File: config.mk
export PLATFORM = sky130hd
export DESIGN_NAME = seg_xlate
export DESIGN_NICKNAME = d
export VERILOG_FILES = /design/src/rtl/seg_xlate_pkg.sv /design/src/rtl/seg_desc_cache.sv /design/src/rtl/seg_real_addr.sv /design/src/rtl/seg_prot_addr.sv /design/src/rtl/seg_xlate.sv
export SDC_FILE = /design/constraint.sdc
export NUM_CORES = 1
export LEC_CHECK = 0
export ABC_CLOCK_PERIOD_IN_PS = 8900
export BUFFER_PORTS_ARGS = -buffer_cell sky130_fd_sc_hd__buf_2
export CORE_ASPECT_RATIO = 1.2
export CORE_MARGIN = 4
export CORE_UTILIZATION = 25
export DETAILED_ROUTE_END_ITERATION = 12
export GPL_TIMING_DRIVEN = 0
export PLACE_DENSITY_LB_ADDON = 0.25
export RECOVER_POWER = 50
export SLEW_MARGIN = 10
export SYNTH_ARGS = -nofsm -noshare
export SYNTH_HDL_FRONTEND = slang
export SYNTH_SLANG_ARGS = --single-unit
File: constraint.sdc
create_clock -name clk -period 8.9 [get_ports clk]
set_input_delay 1.335 -clock clk [delete_from_list [all_inputs] [get_ports clk]]
set_output_delay 1.335 -clock clk [all_outputs]
set_load 0.03 [all_outputs]
File: src/rtl/seg_xlate_pkg.sv
package seg_xlate_pkg;

   localparam int unsigned XL_OFS_W   = 16;
   localparam int unsigned XL_SEG_W   = 16;
   localparam int unsigned XL_BASE_W  = 24;
   localparam int unsigned XL_LIM_W   = 16;
   localparam int unsigned XL_REAL_AW = 20;
   localparam int unsigned XL_ENTRIES = 8;

   typedef enum logic {
      XL_MODE_REAL = 1'b0,
      XL_MODE_PROT = 1'b1
   } xl_mode_e;

endpackage

File: src/rtl/seg_desc_cache.sv
module seg_desc_cache #(
   parameter int unsigned ENTRIES = 8,
   parameter int unsigned BASE_W  = 24,
   parameter int unsigned LIM_W   = 16,
   localparam int unsigned IDX_W  = (ENTRIES > 1) ? $clog2(ENTRIES) : 1
) (
   input  logic              clk,
   input  logic              rst_n,
   input  logic              wr_en,
   input  logic [IDX_W-1:0]  wr_idx,
   input  logic [BASE_W-1:0] wr_base,
   input  logic [LIM_W-1:0]  wr_limit,
   input  logic              wr_vld,
   input  logic [IDX_W-1:0]  rd_idx,
   output logic [BASE_W-1:0] rd_base,
   output logic [LIM_W-1:0]  rd_limit,
   output logic              rd_vld
);

   logic [BASE_W-1:0] base_q  [ENTRIES];
   logic [LIM_W-1:0]  limit_q [ENTRIES];
   logic              vld_q   [ENTRIES];

   if (ENTRIES < 2) begin : g_bad_entries
      $error("seg_desc_cache: ENTRIES must be at least 2");
   end

   for (genvar e = 0; e < ENTRIES; e++) begin : g_entry
      logic hit;
      assign hit = wr_en && (wr_idx == IDX_W'(e));

      always_ff @(posedge clk) begin
         if (!rst_n) begin
            base_q[e]  <= '0;
            limit_q[e] <= '0;
            vld_q[e]   <= 1'b0;
         end else if (hit) begin
            base_q[e]  <= wr_base;
            limit_q[e] <= wr_limit;
            vld_q[e]   <= wr_vld;
         end
      end
   end

   always_comb begin
      rd_base  = '0;
      rd_limit = '0;
      rd_vld   = 1'b0;
      for (int e = 0; e < ENTRIES; e++) begin
         if (rd_idx == IDX_W'(e)) begin
            rd_base  = base_q[e];
            rd_limit = limit_q[e];
            rd_vld   = vld_q[e];
         end
      end
   end

endmodule

File: src/rtl/seg_real_addr.sv
module seg_real_addr #(
   parameter int unsigned SEG_W   = 16,
   parameter int unsigned OFS_W   = 16,
   parameter int unsigned REAL_AW = 20,
   parameter int unsigned ADDR_W  = 24,
   parameter bit          WRAP    = 1'b1
) (
   input  logic [SEG_W-1:0]  seg,
   input  logic [OFS_W-1:0]  ofs,
   output logic [ADDR_W-1:0] addr
);

   localparam int unsigned SHIFT = REAL_AW - SEG_W;

   if (REAL_AW <= SEG_W) begin : g_bad_shift
      $error("seg_real_addr: REAL_AW must exceed SEG_W");
   end
   if (ADDR_W < REAL_AW + 1) begin : g_bad_addr
      $error("seg_real_addr: ADDR_W too narrow for the real-mode result");
   end

   logic [REAL_AW:0] full_sum;
   assign full_sum = {1'b0, seg, {SHIFT{1'b0}}} + (REAL_AW + 1)'(ofs);

   if (WRAP) begin : g_wrap
      assign addr = ADDR_W'(full_sum[REAL_AW-1:0]);
   end else begin : g_carry
      assign addr = ADDR_W'(full_sum);
   end

endmodule

File: src/rtl/seg_prot_addr.sv
module seg_prot_addr #(
   parameter int unsigned OFS_W  = 16,
   parameter int unsigned BASE_W = 24,
   parameter int unsigned LIM_W  = 16
) (
   input  logic [BASE_W-1:0] base,
   input  logic [LIM_W-1:0]  limit,
   input  logic              vld,
   input  logic [OFS_W-1:0]  ofs,
   output logic [BASE_W-1:0] addr,
   output logic              fault
);

   localparam int unsigned CMP_W = (OFS_W > LIM_W) ? OFS_W : LIM_W;

   if (BASE_W < OFS_W) begin : g_bad_base
      $error("seg_prot_addr: BASE_W must be at least OFS_W");
   end

   logic over_limit;
   assign over_limit = CMP_W'(ofs) > CMP_W'(limit);
   assign fault      = !vld || over_limit;
   assign addr       = fault ? '0 : (base + BASE_W'(ofs));

endmodule

File: src/rtl/seg_xlate.sv
module seg_xlate
   import seg_xlate_pkg::*;
#(
   parameter int unsigned SEG_W     = XL_SEG_W,
   parameter int unsigned OFS_W     = XL_OFS_W,
   parameter int unsigned BASE_W    = XL_BASE_W,
   parameter int unsigned LIM_W     = XL_LIM_W,
   parameter int unsigned REAL_AW   = XL_REAL_AW,
   parameter int unsigned ENTRIES   = XL_ENTRIES,
   parameter bit          REAL_WRAP = 1'b1,
   localparam int unsigned IDX_W    = $clog2(ENTRIES),
   localparam int unsigned ADDR_W   = BASE_W
) (
   input  logic              clk,
   input  logic              rst_n,
   input  logic              mode,
   input  logic              req_valid,
   input  logic [SEG_W-1:0]  req_sel,
   input  logic [OFS_W-1:0]  req_ofs,
   input  logic              dw_en,
   input  logic [IDX_W-1:0]  dw_idx,
   input  logic [BASE_W-1:0] dw_base,
   input  logic [LIM_W-1:0]  dw_limit,
   input  logic              dw_valid,
   output logic              rsp_valid,
   output logic [ADDR_W-1:0] rsp_addr,
   output logic              rsp_fault
);

   if (SEG_W < IDX_W) begin : g_bad_sel
      $error("seg_xlate: selector narrower than the entry index");
   end
   if ((1 << IDX_W) != ENTRIES) begin : g_bad_pow2
      $error("seg_xlate: ENTRIES must be a power of two");
   end

   xl_mode_e mode_e;
   assign mode_e = xl_mode_e'(mode);

   logic [BASE_W-1:0] ent_base;
   logic [LIM_W-1:0]  ent_limit;
   logic              ent_vld;

   seg_desc_cache #(
      .ENTRIES (ENTRIES),
      .BASE_W  (BASE_W),
      .LIM_W   (LIM_W)
   ) i_cache (
      .clk      (clk),
      .rst_n    (rst_n),
      .wr_en    (dw_en),
      .wr_idx   (dw_idx),
      .wr_base  (dw_base),
      .wr_limit (dw_limit),
      .wr_vld   (dw_valid),
      .rd_idx   (req_sel[IDX_W-1:0]),
      .rd_base  (ent_base),
      .rd_limit (ent_limit),
      .rd_vld   (ent_vld)
   );

   logic [ADDR_W-1:0] real_addr;

   seg_real_addr #(
      .SEG_W   (SEG_W),
      .OFS_W   (OFS_W),
      .REAL_AW (REAL_AW),
      .ADDR_W  (ADDR_W),
      .WRAP    (REAL_WRAP)
   ) i_real (
      .seg  (req_sel),
      .ofs  (req_ofs),
      .addr (real_addr)
   );

   logic [ADDR_W-1:0] prot_addr;
   logic              prot_fault;

   seg_prot_addr #(
      .OFS_W  (OFS_W),
      .BASE_W (BASE_W),
      .LIM_W  (LIM_W)
   ) i_prot (
      .base  (ent_base),
      .limit (ent_limit),
      .vld   (ent_vld),
      .ofs   (req_ofs),
      .addr  (prot_addr),
      .fault (prot_fault)
   );

   logic [ADDR_W-1:0] nxt_addr;
   logic              nxt_fault;

   always_comb begin
      unique case (mode_e)
         XL_MODE_PROT: begin
            nxt_addr  = prot_addr;
            nxt_fault = prot_fault;
         end
         default: begin
            nxt_addr  = real_addr;
            nxt_fault = 1'b0;
         end
      endcase
   end

   always_ff @(posedge clk) begin
      if (!rst_n) begin
         rsp_valid <= 1'b0;
         rsp_addr  <= '0;
         rsp_fault <= 1'b0;
      end else begin
         rsp_valid <= req_valid;
         rsp_fault <= req_valid && nxt_fault;
         if (req_valid) begin
            rsp_addr <= nxt_addr;
         end
      end
   end

endmodule

=== Yosys cells after proc, flatten, opt, wreduce, memory -nomap -nowiden ===
Memory sizes are Yosys's and may differ from the RTL's.
Cells that the tools add are included.

* Register bits after elaboration: 26
* Memory bits (writable): 328
* Bits of input ports: 81
* Output and inout port bits: 26
* Word-level logic and storage cells: 136
* Memories kept: 3

{| class="wikitable"
|+ Memory list
! name !! depth !! width !! read ports !! clocked after Yosys merged registers in !! wr ports !! line !! source
|-
| i_cache.base_q || 8 || 24 || 8 || 0 || 8 || seg_desc_cache.sv:20 || <nowiki>logic [BASE_W-1:0] base_q [ENTRIES];</nowiki>
|-
| i_cache.limit_q || 8 || 16 || 8 || 0 || 8 || seg_desc_cache.sv:21 || <nowiki>logic [LIM_W-1:0] limit_q [ENTRIES];</nowiki>
|-
| i_cache.vld_q || 8 || 1 || 8 || 0 || 8 || seg_desc_cache.sv:22 || <nowiki>logic vld_q [ENTRIES];</nowiki>
|}

* Add/subtract/negate cells: 2
* Order comparisons: 1
* Equal/unequal tests: 14
* Muxes and demuxes: 76
* Bitwise logic cells: 24
* Reductions and logical operators: 13

{| class="wikitable"
|+ Operators by type and width
! kind !! count
|-
| 24-bit two-way mux || 18
|-
| 16-bit two-way mux || 16
|-
| 1-bit two-way mux || 42
|-
| 24-bit by 16-bit adder with 24-bit output || 1
|-
| 3-bit == test, second input constant || 8
|-
| 1-bit bitwise OR || 24
|-
| 20-bit by 16-bit adder with 20-bit output || 1
|-
| 16-bit greater-than comparator || 1
|-
| 3-bit by 2-bit == test with 1-bit output, second input constant || 4
|-
| 1-bit logical AND || 9
|-
| 3-bit by 1-bit == test with 1-bit output, second input constant || 2
|-
| 3-bit logical NOT || 2
|-
| 1-bit logical NOT || 1
|-
| 1-bit logical OR || 1
|}

=== Depth between registers and ports, before layout ===
Gate-level depths: netlist of run 1.

* Depth after elaboration: 13
* Mapped depth: 20
* Depth with buffers taken out: 15

=== Cells and area by module ===
From an unflattened synthesis of run 1, not the netlist that was laid out.

* Cells, all modules: 1,608
* Area total of the unflattened synthesis: 18,850.6 um^2

{| class="wikitable"
|+ Modules (own cells, without submodules)
! module !! instances !! cells an instance !! area an instance (um^2) !! seq. area each (um^2)
|-
| seg_desc_cache || 1 || 1,193 || 15,499.9 || 9,839.4
|-
| seg_prot_addr || 1 || 199 || 1,442.6 || 0.0
|-
| seg_xlate || 1 || 110 || 1,098.6 || 520.5
|-
| seg_real_addr || 1 || 106 || 809.5 || 0.0
|}

=== Worst setup path after synthesis of run 1 ===
Ideal clock, no wire load.

* Kind: input -> register
* Start: input port dw_en
* End: memory i_cache.base_q[2][0], in the netlist i_cache.base_q[0][48], enable pin
* Setup time: 496 ps
* Arrival: 4,548 ps
* Required time: 8,404 ps
* Slack: 3,855 ps
* Stages: 3
* Path buffers: 0
* Path through: nor2b_1 > nand2b_1 > o21ai_0

{| class="wikitable"
|+ RTL lines
! what !! line !! source
|-
| start, declared || seg_xlate.sv:20 || <nowiki>input logic dw_en,</nowiki>
|-
| end, declared || seg_desc_cache.sv:20 ||
|}

=== Final worst setup path of run 1 ===
* Start: input port req_sel[1]
* End: register rsp_addr[14]

* Word-level cells in the longest chain between the ends: 13
* Elaborated cells between the ends (all ways): 39
* Those cells by class: 2 x add/sub; 1 x order compare; 7 x eq/ne; 26 x mux; 3 x reduce/logical

{| class="wikitable"
|+ Ends and longest elaborated chain
! what !! line !! source
|-
| start, declared || seg_xlate.sv:18 || <nowiki>input logic [SEG_W-1:0] req_sel,</nowiki>
|-
| branches (longest 12 deep; another with 24-bit by 16-bit adder with 24-bit output) || -- ||
|-
| 24-bit two-way mux (*) || seg_xlate.sv:96 || <nowiki>unique case (mode_e)</nowiki>
|-
| end signal, assigned || seg_xlate.sv:117 || <nowiki>rsp_addr <= nxt_addr;</nowiki>
|-
| end, declared || seg_xlate.sv:26 || <nowiki>output logic [ADDR_W-1:0] rsp_addr,</nowiki>
|}

Every way passes the cells marked *.
A chain may end at the register's enable or synchronous reset.

==> impl_results.md, run 1 <==
- Leading cell type by number of instances after synthesis: and2_1
- Least-Margin Pin Slew: 3480 ps
- Cell class contributing the biggest share of worst-path delay: buffers and inverters
- Proportion of register bits with asynchronous set or reset after synthesis: 0
- Slowest CP cell: clkbuf_1
- Synthesis-to-layout area growth: 16.5%
- Total vias in the final route: 12081
- Cells after synthesis: 1412
- RSZ-0062 raised after global routing: false
- Cell accounting for the most synthesized area: edfxtp_1
- Resize count post-CTS: 0
- Share of Yosys cell area claimed by the top area cell type: 0.551
- Master cell of the clock root buffer: clkbuf_16
- Average instance area after synthesis: 12.6 um^2
- Worst clock skew: 13.4 ps
- Number of synthesis warnings: 0
- Final hold violation count: 0
- Pins Over Slew Limit: 86
- Final Wtd Congestion: 0.820
- FMAX: 148 MHz
- Number of max-cap violations: 5
- Total power density per cell area: 196 nW/um^2
- Failing checks: capacitance limit, slew limit
- Number of nets with antenna violations after detailed routing: 0
- Worst-skew pair later-pin latency: 560 ps
- Worst hold slack across all endpoints: 478 ps
- Post-CTS clock slew at the launch and capture registers of the worst setup and hold paths: 60 ps
- Placement Rows: 106
- Crit-path cells: buf_2 -> buf_2 -> buf_2 -> buf_2 -> clkbuf_1 -> clkbuf_1 -> a21oi_1 -> ha_1 -> nand4_1 -> nor4_1 -> o221a_2 -> o211ai_2 -> inv_2 -> buf_2 -> o311ai_1 -> a31oi_1
- Netlist cell types: 68
- Number of fill cells in the layout: 7130
- Number of setup buffers added after CTS: 0
- Buffers from clock root to sink, at most: 3
- Starting Density: 0.254
- Detailed Routing Iterations Pass 1: 5
- First-pass GRT wire length: 86.9 mm
- Max FO, Critical Path: 10
- Total number of H-tree levels: 2
- TritonCTS Buffers: 40
- Net count after synthesis: 1542
- Number of hold buffers added after cts: 0
- Placed instance count: 2448
- Number of flip-flops and latches in the synthesized netlist: 354
- Number of global-route vias before repair: 12417
- GR Util All Layers: 0.156
- Most used DFF post-synth: edfxtp_1
- Cell area after synthesis: 17800 um^2
- Die Y-Extent: 300 um
- Worst hold-check path type: reg -> reg
- Die outline width: 252 um
- Worst rel slew slack: -1.32
- Setup TNS after final layout: 0 ps
- Leading post-synthesis cells by instance count: 330 x and2_1, 327 x edfxtp_1, 64 x a21oi_1, 57 x clkbuf_1
- Remaining routing DRC violations: 0
- Crit path buf inv count: 8
- Final setup slack of the worst path: 2160 ps
- Kind of critical path: in -> reg
- Most prevalent standard cell on the critical path: buf_2
- Buffers added on ports: 106
- # clock sinks: 354
- CTS tree: yes
- Per-cell via count in the routed design: 4.80
- Proportion of layout cells with a drive suffix above 1: 0.138
- Core ar.: 70200 um^2
- Sequential share of the synthesized area: 0.581
- Die ar.: 75600 um^2
- Post-layout instance count excluding filler cells: 2519
- Leakage dissipation: 7.39 nW
- Status: finished, violations left
- Peak VDD IR: 0.117 mV
- Final clock period utilization by the worst path: 0.758
- Setup Viol. Count Final: 0
- Crit-path max cell delay: 760 ps
- Final global-route overflow total: 0
- Total wirelength of the detailed-routed design: 60.4 mm
- Min Tclk post-route: 6740 ps
- Worst Setup End Kind: flop
- Startpoint Class: input port
- Largest net degree at the start of global routing: 42
- Initial DRC count: 903
- Initial antenna violation count: 10
- Placement-stage worst setup slack: 1660 ps
- Final HPWL DP: 42.0 mm
- Number of primary I/O pins: 107
- Crit path DAT: 7240 ps
- Data required time at the worst endpoint: 9400 ps
- Wire length per cell after detailed routing: 24.0 um
- Number of flops mapped to enable cells by yosys: 327
- Main area contributors after synthesis: edfxtp_1 55%, and2_1 12%, mux4_2 4.6%
- Net count of the finished layout: 1702
-- power by group --
| group | internal, mW | total [mW] | switching [mW] | leakage [nW] |
|---|---|---|---|---|
| registers | 1.93 | 1.96 | 0.0303 | 3.38 |
| clock network | 0.856 | 1.54 | 0.683 | 0.581 |
| logic | 0.203 | 0.577 | 0.373 | 3.42 |
-- kinds of logic after synthesis --
logic type	after synthesis	share of synthesized area
and+or+nand+nor	513	0.165
DFF	354	0.581
AOI/OAI and AO/OA	272	0.100
buffers and inverters	104	0.0252
muxes	100	0.0832
adders and majority gates	49	0.0353
xor gates and xnor gates	20	0.00983
-- routing by layer --
metal | vias up | global-route usage | part of all wire
met5 | - | 0 | 0.00088
met4 | 10 | 0.0445 | 0.026
met3 | 90 | 0.0293 | 0.057
met2 | 375 | 0.271 | 0.49
met1 | 6038 | 0.199 | 0.42
li1 | 5568 | - | -
-- cells in the final DEF (no fill, tap or decap), drive strengths merged, types with 20 or more instances in the layout --
cell type,synthesis,routed
o21ai,68,68
mux4,36,36
nand3,20,20
clkbuf,57,143
nand2,46,46
mux2,22,22
mux2i,42,42
inv,23,25
nor2,55,55
buf,24,103
dfxtp,27,27
a21oi,64,64
a22oi,22,22
and2,330,330
ha,47,47
edfxtp,327,327
-- metrics by stage --
stage	cell area (um^2)	total power, mW	utilization
6_report	20800	4.08	0.296
5_1_grt	20700	4.24	0.296
4_1_cts	21100	4.13	0.300
3_5_place_dp	19900	2.59	0.283
3_3_place_gp	19500	2.57	0.278
2_1_floorplan	17800	2.34	-
-- worst register-to-register path, cell delays in order, from the launching register on --
cell,delay [ps]
edfxtp_1,360
mux2_1,290
a22oi_1,200
o22a_1,210
nor2_1,50
a31oi_1,160
o221ai_1,140
a21oi_1,410
ha_1,220
nand4_1,130
nor4_1,530
o221a_2,310
o211ai_2,260
inv_2,220
buf_2,290
o311ai_1,170
a31oi_1,170
-- flip-flops by register name (all words and copies together), names as in the netlist --
name / count
i_cache.base_q: 192
i_cache.limit_q: 128
rsp_addr: 24
i_cache.vld_q: 8
rsp_fault: 1
rsp_valid: 1
-- final timing paths --
check,start,endpoint,slack [ps],depth (start not counted)
setup / recovery,req_sel[1],rsp_addr[14],2160,16
hold / removal,i_cache.vld_q[1][0],i_cache.vld_q[1][0],480,2
setup reg to reg,i_cache.limit_q[0][60],rsp_addr[14],4710,16
hold reg to reg,i_cache.vld_q[1][0],i_cache.vld_q[1][0],480,2
-- layout make-up --
class                      instances  area, um^2  area share
buffer                            81         363      0.0175
sequential                       354       10400       0.499
inverter                          23        86.3     0.00416
tap                              918        1150      0.0553
timing repair buffer             118         579      0.0279
antenna                            4        10.0    0.000482
multi-input combinational        954        7030       0.339
clock buffer                      47        1030      0.0495
clock inverter                    20         150     0.00723
No activity file was read; power rests on OpenSTA's default activity.
==> inputs of run 2 (changes only) <==
ABC_AREA = 1   (was unset)
ABC_CLOCK_PERIOD_IN_PS = 6000   (was 8900)
clock period = 6 ns   (was 8.9 ns; I/O delays follow)
==> run 2 against run 1 <==
  * The run now ends clean
  * Clock power increased by 57%
  * Sequential share of layout area is 2.6 points higher
  * Sequential cell count unchanged
  * Largest power group unchanged
  * Highest routed layer unchanged
==> impl_results.md, run 2 <==
- Number of max-cap violations: 0
- Reg-to-Reg End: rsp_addr[20]
- Synth Area in Simple Gates: 0.211
- Crit-path max cell delay: 890 ps
- Master cell of the clock root buffer: clkbuf_16
- Max FO, Critical Path: 10
- Total number of H-tree levels: 2
- Reg2Reg Setup Slack: 2420 ps
- Number of synthesis warnings: 0
- Total non-filler cell area in the finished layout: 19700 um^2
- FMAX: 184 MHz
- Final setup slack of the worst path: 551 ps
- Die Y-Extent: 292 um
- Setup crit end: rsp_addr[20]
- Number of flip-flops and latches in the synthesized netlist: 354
- Largest registers: i_cache.base_q: 192 flops, i_cache.limit_q: 128 flops, rsp_addr: 24 flops
- # clock sinks: 354
- Worst r2r src: i_cache.base_q[0][0]
- Net count after synthesis: 1832
- Register ranked first by flip-flop count: i_cache.base_q
- Post-Synth Adder-Cell Area: 0.0375
- Total design power: 6.08 mW
- Crit path DAT: 5940 ps
- Sequential share of the synthesized area: 0.618
- Number of global-route vias before repair: 13005
- Worst clock skew: 22.9 ps
- Worst hold slack across all endpoints: 467 ps
- Leading post-synthesis cells by instance count: 385 x nor2_1, 327 x edfxtp_1, 318 x nand2_1, 119 x inv_1, 106 x a21oi_1
- Number of setup buffers added after CTS: 0
- Total vias in the final route: 13125
- Final global-route overflow total: 0
- Final clock period utilization by the worst path: 0.908
- Proportion of register bits with asynchronous set or reset after synthesis: 0
- Placement Rows: 103
- Number of flops mapped to enable cells by yosys: 327
- Post-layout instance count excluding filler cells: 2770
- Final hold violation count: 0
- Worst Setup End Kind: flop
- Placement-stage worst setup slack: -25.7 ps
- Placed Area: 18500 um^2
- Synthesis-to-layout area growth: 17.6%
- Commonest cells after routing, fill and taps aside: 385 x nor2_1, 327 x edfxtp_1, 311 x nand2_1
- Most frequent standard cell in the layout excluding fill and tap cells: nor2_1
- Leakage dissipation: 7.68 nW
- Die outline width: 244 um
- Util after Layout: 0.298
- Startpoint Class: input port
- Pins Over Slew Limit: 0
- Status: completed
- Path depth of the worst reg2reg path: 20
- Number of primary I/O pins: 107
- Min Tclk post-route: 5450 ps
- Cells after synthesis: 1702
- Average instance area after synthesis: 9.85 um^2
- Peak VDD IR: 0.170 mV
- Placed instance count: 2701
- Initial antenna violation count: 3
- Resize count post-CTS: 0
- Leading cell type by number of instances after synthesis: nor2_1
- Wire length per cell after detailed routing: 20.9 um
- RSZ-0062 raised after global routing: false
- Worst-skew pair later-pin latency: 570 ps
- Cell area after synthesis: 16800 um^2
- Fraction of synthesized area in multiplexers: 0
- Total power density per cell area: 308 nW/um^2
- Flip-flop count of the largest register after layout: 192
- Synth Area in Compound Gates: 0.0796
- Source of the critical timing path: req_sel[0]
- First-pass GRT wire length: 84.4 mm
- Kind of critical path: in -> reg
- Hold Crit Start: rsp_addr[20]
- CTS tree: yes
- Total wirelength of the detailed-routed design: 57.9 mm
- Worst rel slew slack: 0.220
- Post-CTS clock slew at the launch and capture registers of the worst setup and hold paths: 60 ps
- Most used DFF post-synth: edfxtp_1
- Data required time at the worst endpoint: 6490 ps
- Initial DRC count: 1093
- Number of nets with antenna violations after detailed routing: 0
- Largest net degree at the start of global routing: 42
- Buffers added on ports: 105
- Die ar.: 71300 um^2
- Worst hold-check path type: reg -> reg
- Slowest CP cell: clkbuf_1
- Setup TNS after final layout: 0 ps
- Starting Density: 0.254
- Netlist cell types: 43
- Remaining routing DRC violations: 0
- Share of Yosys cell area claimed by the top area cell type: 0.585
- Dominant combinational cell family by area after synthesis: simple AND/OR/NAND/NOR gates
- GR Util All Layers: 0.158
- TritonCTS Buffers: 39
- Cell accounting for the most synthesized area: edfxtp_1
- Number of hold buffers added after cts: 0
- Final Wtd Congestion: 0.924
- Setup Viol. Count Final: 0
- Main area contributors after synthesis: edfxtp_1 59%, nor2_1 8.6%, nand2_1 7.1%
- Least-Margin Pin Slew: 1170 ps
- Per-cell via count in the routed design: 4.74
- Proportion of layout cells with a drive suffix above 1: 0.0938
- Detailed Routing Iterations Pass 1: 5
- Synth Area in XOR/XNOR: 0.00574
- Final HPWL DP: 39.7 mm
- Net count of the finished layout: 1980
- Core ar.: 66100 um^2
- Buffers from clock root to sink, at most: 3
run 2: report_power, final:
part | switching (mW) | internal, mW
registers | 0.0460 | 2.86
logic | 0.549 | 0.210
clock network | 1.02 | 1.39
run 2: cell type report:
type / instances / area, um^2
diodes: 1 / 2.50
plain buffers: 76 / 337
clock buffers: 47 / 1030
clock inverters: 21 / 214
fillers: 6912 / 46400
inverters: 128 / 480
multi-input cells: 1144 / 5650
flip-flops and latches: 354 / 10400
well taps: 892 / 1120
repair buffers: 107 / 531
run 2: metal layers:
metal | vias to the layer above | GRT usage | wire, um
met5 | - | 0 | 24
met2 | 486 | 0.270 | 27600
met4 | 4 | 0.0523 | 1980
met1 | 6384 | 0.202 | 24400
li1 | 6138 | - | -
met3 | 113 | 0.0300 | 3910
run 2: cell families after synthesis:
| kind of cell | count (synthesis) |
|---|---|
| AO/OA/AOI/OAI | 232 |
| flip-flops | 354 |
| XOR/XNOR | 11 |
| AND/OR/NAND/NOR | 852 |
| adder cells (fa/ha/maj) | 49 |
| buffers and inverters | 204 |
run 2: critical path: cells and delay by family:
kind	cells	cell delay, ps
adders and majority gates	2	580
and+or+nand+nor	9	1190
AOI/OAI and AO/OA	7	1390
buffers and inverters	8	1860
run 2: worst min-delay path by stage:
stage / to / slack (ps) / cells past startpoint
after detailed placement: rsp_addr[21] / 460 / 2
final: rsp_addr[20] / 470 / 2
after global placement: rsp_addr[22] / 460 / 2
after floorplan: i_cache.vld_q[1][0] / 450 / 2
after CTS: rsp_addr[21] / 470 / 2
after global routing: rsp_addr[20] / 510 / 2
